File: config.mk
export PLATFORM = sky130hd
export DESIGN_NAME = mp_freeze_ctrl
export DESIGN_NICKNAME = d
export VERILOG_FILES = /design/src/rtl/mpf_pkg.sv /design/src/rtl/mpf_group.sv /design/src/rtl/mpf_ts_queue.sv /design/src/rtl/mpf_lost_counter.sv /design/src/rtl/mp_freeze_ctrl.sv
export SDC_FILE = /design/constraint.sdc
export NUM_CORES = 1
export LEC_CHECK = 0
export CORE_MARGIN = 8
export CORE_UTILIZATION = 54
export CTS_BUF_LIST = sky130_fd_sc_hd__clkbuf_4
export CTS_CLUSTER_DIAMETER = 60
export DETAILED_ROUTE_END_ITERATION = 10
export PLACE_DENSITY = 0.91
export SLEW_MARGIN = 40
export SYNTH_ARGS = -nofsm -noshare
export SYNTH_HDL_FRONTEND = slang
export SYNTH_SLANG_ARGS = --single-unit
File: constraint.sdc
create_clock -name clk -period 14.15 [get_ports clk]
set_input_delay 2.83 -clock clk [delete_from_list [all_inputs] [get_ports clk]]
set_output_delay 2.83 -clock clk [all_outputs]
set_load 0.01 [all_outputs]
File: src/rtl/mpf_pkg.sv
package mpf_pkg;
  localparam int PIX_PER_GROUP = 16;
  localparam int TS_BITS = 8;
  typedef logic [TS_BITS-1:0] tstamp_t;
endpackage

File: src/rtl/mpf_group.sv
module mpf_group
  import mpf_pkg::*;
#(
  parameter int PIX = PIX_PER_GROUP,
  localparam int CW = $clog2(PIX + 1)
) (
  input  logic           clk,
  input  logic           rst_n,
  input  logic [PIX-1:0] hit,
  input  logic           freeze_go,
  input  logic           release_go,
  input  tstamp_t        ts_in,
  output logic           any_hit,
  output logic           frozen,
  output logic [PIX-1:0] flags,
  output tstamp_t        ts_q,
  output logic [CW-1:0]  rejected
);
  logic blocked;

  // A group refuses new hits while frozen and during the cycle it is frozen.
  assign blocked  = frozen | freeze_go;
  assign any_hit  = |flags;
  assign rejected = blocked ? CW'($countones(hit)) : '0;

  always_ff @(posedge clk or negedge rst_n) begin
    if (!rst_n) begin
      flags  <= '0;
      frozen <= 1'b0;
      ts_q   <= '0;
    end else begin
      if (release_go) begin
        flags  <= '0;
        frozen <= 1'b0;
      end else begin
        if (!blocked) flags <= flags | hit;
        if (freeze_go) begin
          frozen <= 1'b1;
          ts_q   <= ts_in;
        end
      end
    end
  end
endmodule

File: src/rtl/mpf_ts_queue.sv
module mpf_ts_queue #(
  parameter int DEPTH = 4,
  parameter int W     = 16,
  localparam int AW   = (DEPTH > 1) ? $clog2(DEPTH) : 1,
  localparam int CNTW = $clog2(DEPTH + 1)
) (
  input  logic         clk,
  input  logic         rst_n,
  input  logic         push,
  input  logic [W-1:0] push_data,
  input  logic         pop,
  output logic [W-1:0] head,
  output logic         empty,
  output logic         full
);
  logic [W-1:0]    mem [DEPTH];
  logic [AW-1:0]   rd_ptr, wr_ptr;
  logic [CNTW-1:0] count;

  assign empty = (count == '0);
  assign full  = (count == CNTW'(DEPTH));
  assign head  = mem[rd_ptr];

  function automatic logic [AW-1:0] bump(input logic [AW-1:0] p);
    return (p == AW'(DEPTH - 1)) ? '0 : p + 1'b1;
  endfunction

  always_ff @(posedge clk or negedge rst_n) begin
    if (!rst_n) begin
      rd_ptr <= '0;
      wr_ptr <= '0;
      count  <= '0;
      for (int i = 0; i < DEPTH; i++) mem[i] <= '0;
    end else begin
      if (push) begin
        mem[wr_ptr] <= push_data;
        wr_ptr      <= bump(wr_ptr);
      end
      if (pop) rd_ptr <= bump(rd_ptr);
      case ({push, pop})
        2'b10:   count <= count + 1'b1;
        2'b01:   count <= count - 1'b1;
        default: count <= count;
      endcase
    end
  end
endmodule

File: src/rtl/mpf_lost_counter.sv
module mpf_lost_counter #(
  parameter int N  = 8,
  parameter int CW = 5,
  parameter int W  = 16,
  localparam int SW = W + 1
) (
  input  logic            clk,
  input  logic            rst_n,
  input  logic [N*CW-1:0] counts,
  output logic [W-1:0]    total
);
  logic [SW-1:0] inc, nxt;

  always_comb begin
    inc = '0;
    for (int i = 0; i < N; i++) inc = inc + SW'(counts[i*CW +: CW]);
    nxt = SW'(total) + inc;
  end

  always_ff @(posedge clk or negedge rst_n) begin
    if (!rst_n)   total <= '0;
    else if (nxt[W]) total <= '1;
    else          total <= nxt[W-1:0];
  end
endmodule

File: src/rtl/mp_freeze_ctrl.sv
module mp_freeze_ctrl
  import mpf_pkg::*;
#(
  parameter int NUM_MP  = 8,
  parameter int QDEPTH  = 4,
  parameter int LOST_W  = 16,
  localparam int PIX    = PIX_PER_GROUP,
  localparam int NPIX   = NUM_MP * PIX,
  localparam int CW     = $clog2(PIX + 1),
  localparam int QW     = NUM_MP + TS_BITS
) (
  input  logic                      clk,
  input  logic                      rst_n,
  input  logic [NPIX-1:0]           pix_hit,
  input  logic                      bco_tick,
  output logic [NUM_MP-1:0]         mp_hit,
  output logic [NUM_MP-1:0]         mp_freeze,
  output logic [NPIX-1:0]           mp_pattern,
  output logic [NUM_MP*TS_BITS-1:0] mp_ts,
  output logic                      scan_valid,
  input  logic                      scan_ready,
  output logic [NUM_MP-1:0]         scan_mask,
  output logic [TS_BITS-1:0]        scan_ts,
  output logic                      ts_overflow,
  output logic [LOST_W-1:0]         lost_cnt
);
  tstamp_t           ts_cnt;
  logic [NUM_MP-1:0] candidates, freeze_go, release_go;
  logic [NUM_MP*CW-1:0] rej_counts;
  logic              q_full, q_empty, accept, drop, pop;
  logic [QW-1:0]     q_head;

  assign candidates = mp_hit & ~mp_freeze;
  assign accept     = bco_tick && (|candidates) && !q_full;
  assign drop       = bco_tick && (|candidates) && q_full;
  assign freeze_go  = accept ? candidates : '0;
  assign pop        = scan_valid && scan_ready;
  assign release_go = pop ? scan_mask : '0;

  always_ff @(posedge clk or negedge rst_n) begin
    if (!rst_n) begin
      ts_cnt      <= '0;
      ts_overflow <= 1'b0;
    end else begin
      if (bco_tick) ts_cnt <= ts_cnt + 1'b1;
      ts_overflow <= drop;
    end
  end

  for (genvar g = 0; g < NUM_MP; g++) begin : g_grp
    mpf_group #(.PIX(PIX)) u_grp (
      .clk        (clk),
      .rst_n      (rst_n),
      .hit        (pix_hit[g*PIX +: PIX]),
      .freeze_go  (freeze_go[g]),
      .release_go (release_go[g]),
      .ts_in      (ts_cnt),
      .any_hit    (mp_hit[g]),
      .frozen     (mp_freeze[g]),
      .flags      (mp_pattern[g*PIX +: PIX]),
      .ts_q       (mp_ts[g*TS_BITS +: TS_BITS]),
      .rejected   (rej_counts[g*CW +: CW])
    );
  end

  mpf_ts_queue #(.DEPTH(QDEPTH), .W(QW)) u_queue (
    .clk       (clk),
    .rst_n     (rst_n),
    .push      (accept),
    .push_data ({candidates, ts_cnt}),
    .pop       (pop),
    .head      (q_head),
    .empty     (q_empty),
    .full      (q_full)
  );

  assign scan_valid = !q_empty;
  assign scan_mask  = q_head[QW-1 -: NUM_MP];
  assign scan_ts    = q_head[TS_BITS-1:0];

  mpf_lost_counter #(.N(NUM_MP), .CW(CW), .W(LOST_W)) u_lost (
    .clk    (clk),
    .rst_n  (rst_n),
    .counts (rej_counts),
    .total  (lost_cnt)
  );
endmodule

==> results.ini <==
[outcome]
status=complete, no violations

[synthesis]
synthMuxAreaShare_pct=10.05
synth_top_area_share_pct=39.04
synthesis.area_sq_mm=0.01897
yosysWarnings=0
synth_nets=2040
synth_xor_area_share_pct=1.246
synth_top_area_cell=dfrtp_1
netlist_top_cells_count=296 x dfrtp_1, 184 x inv_1, 154 x o21ai_0
synth.ff_latch_count=296
synth_area_leaders=dfrtp_1 39%, fa_1 13%, ha_1 8.9%
synth_cells=1654
synth_edf_count=0
ys.flop_type=dfrtp_1
synth_compound_area_share_pct=13.57
yosysSeqAreaShare_pct=39.04
yosysMostFrequentCell=dfrtp_1
synth_top_family_by_area=adder cells
synth.distinct_cells=50
synth_area_per_cell_sq_um=11.47
synth-simple-area-share_pct=8.178
synth-async-reset-ratio_pct=100.0
synthAdderAreaFrac_pct=21.46

[layout]
utilization_pct=69.53
drive_gt1_share_pct=17.05
synthToLayoutAreaGrowth_pct=26.59
nNetsFinal=2395

[placement]
place_congestion=0.9335
port_buffers=373
hpwl_microns=43700

[clocking]
tritoncts=done
cts_hold_buf=0
cts_root_buffer=clkbuf_4
cts_sinks=296
numCtsBuffers=83
postCtsSetupBuffers=0
worstSkewPairLatency_ns=0.82
h-tree-depth=3
cts.path.max_buffers=3
cts-resized-gates=0
clkTransAtPathRegs_ns=0.07

[die]
fp.dieW_microns=203.4
rows=68
ios=374
core_sq_mm=0.03454
die_h_microns=203.4
fp.dieArea_sq_mm=0.04139
initial_utilization_pct=54.92

[detailed_routing]
drtIter0Drc=978
vias=15640
vias_per_cell=6.176
ant_nets=0
remaining_drc_errors=0
detail_route.wl_per_cell_microns=23.51
wirelength_microns=59530
drtPass1Iterations=5

[critical_path]
endpoint_kind=flip-flop
crit_type=in2reg
critPathLaunchType=primary input
crit_buf_inv=7
rr_worst_depth=22
path_max_fanout=13
worstSetupPathDepth=28
cp_common_cell=fa_1
r2r_slack_ns=5.58
cp_top_family=adder cells
crit_start=pix_hit[31]
crit_path_end=u_lost.total[11]$_DFF_PN0_
crit_required_ns=14.75
rr_endpoint=u_lost.total[11]$_DFF_PN0_
reg2reg_from=g_grp[5].u_grp.flags[8]$_DFFE_PN0P_
max_stage_delay_ns=0.77
cp_slowest_cell=a2111oi_1
cp.arrival_ns=12.35

[global_route]
grt_util_all_layers_pct=28.41
grt_max_degree=131
overflow=0
antenna_found_initial=4
grt_pass1_vias=16500
grt_pass1_wl_microns=93360

[min_path]
min_path_type=reg2reg

[sta]
hold_viol_final=0
worst_pin_slew_ns=0.8156
finalSetupTns_ns=0
rsz0062_at_grt=false
fmax_ghz=0.08512
period_share_pct=83.03
setup_violations=0
fin_skew_ns=0.08272
period_minus_slack_ns=11.75
slew_headroom_pct=45.29
finalMaxSlewViolations=0

[run]
drv_cap=0

==> cell families (layout without fill, tap and decap cells) <==
family / Yosys count / after routing
compound gates: 374 / 374
buf+inv: 300 / 716
flops: 296 / 296
fa+ha+maj: 254 / 254
simple gates: 253 / 253
mux: 150 / 150
xor+xnor: 27 / 27
other cells: 0 / 7
==> registers in the layout, indices dropped and copies added, names as in the netlist <==
register	count
g_grp.u_grp.flags	128
g_grp.u_grp.frozen	8
g_grp.u_grp.ts_q	64
ts_cnt	8
ts_overflow	1
u_lost.total	16
u_queue.count	3
u_queue.mem	64
u_queue.rd_ptr	2
u_queue.wr_ptr	2
==> worst min path at each step <==
stage	cells after the start	endpoint	start	slack (ns)
floorplan	1	u_queue.count[2]$_DFFE_PN0P_	u_queue.count[2]$_DFFE_PN0P_	0.46
global placement	1	u_queue.mem[30]$_DFFE_PN0P_	u_queue.mem[30]$_DFFE_PN0P_	0.48
detailed placement	1	u_queue.mem[28]$_DFFE_PN0P_	u_queue.mem[28]$_DFFE_PN0P_	0.49
CTS	1	u_queue.mem[24]$_DFFE_PN0P_	u_queue.mem[24]$_DFFE_PN0P_	0.51
global route	1	u_queue.mem[24]$_DFFE_PN0P_	u_queue.mem[24]$_DFFE_PN0P_	0.52
finish	1	u_queue.mem[57]$_DFFE_PN0P_	u_queue.mem[57]$_DFFE_PN0P_	0.50
==> area by class of cell <==
class | instances | area (sq um)
repair buffers | 384 | 3880
clock buffers | 121 | 908.4
multi-input cells | 1058 | 10410
clock inverters | 25 | 130.1
flip-flops and latches | 296 | 7408
fillers | 2372 | 10530
inverters | 186 | 698.2
well taps | 455 | 569.3
diodes | 7 | 17.52
==> cells in the final DEF, fill, tap and decap left out, types with 11 or more instances in the layout <==
cell,netlist,layout
ha_1,135,135
xor2_1,14,14
fa_1,119,119
dfrtp_1,296,295
a32oi_1,128,128
clkinv_1,2,17
a21oi_1,30,23
xnor2_1,13,13
nand3_1,145,145
nand4_1,11,11
o21ai_0,154,154
mux4_2,16,16
mux2_2,124,124
nor4_2,16,16
inv_1,184,178
nand2_1,28,20
clkbuf_4,0,121
clkdlybuf4s50_1,0,372
==> through the flow <==
stage / hold WS [ns] / cell area [sq um] / setup WS, ns / std cells
after floorplan: 0.4640 / 18970 / 2.945 / 1654
after global placement: 0.4835 / 22850 / 1.766 / 2377
after detailed placement: 0.4923 / 22930 / 1.679 / 2378
after CTS: 0.5061 / 23970 / 2.466 / 2524
after global routing: 0.5173 / 24010 / 2.063 / 2531
final: 0.5046 / 24020 / 2.402 / 2532
==> metal layers <==
metal | share of wire, % | vias up | track usage (%)
li1 | - | 6765 | -
met1 | 38 | 7908 | 34.08
met2 | 50 | 814 | 47.77
met3 | 9.4 | 150 | 8.442
met4 | 3.4 | 0 | 11.06
met5 | 0 | - | 0
Power is not shown: default switching activity piles up to over one toggle a cycle in this logic, so the estimate is an artifact.
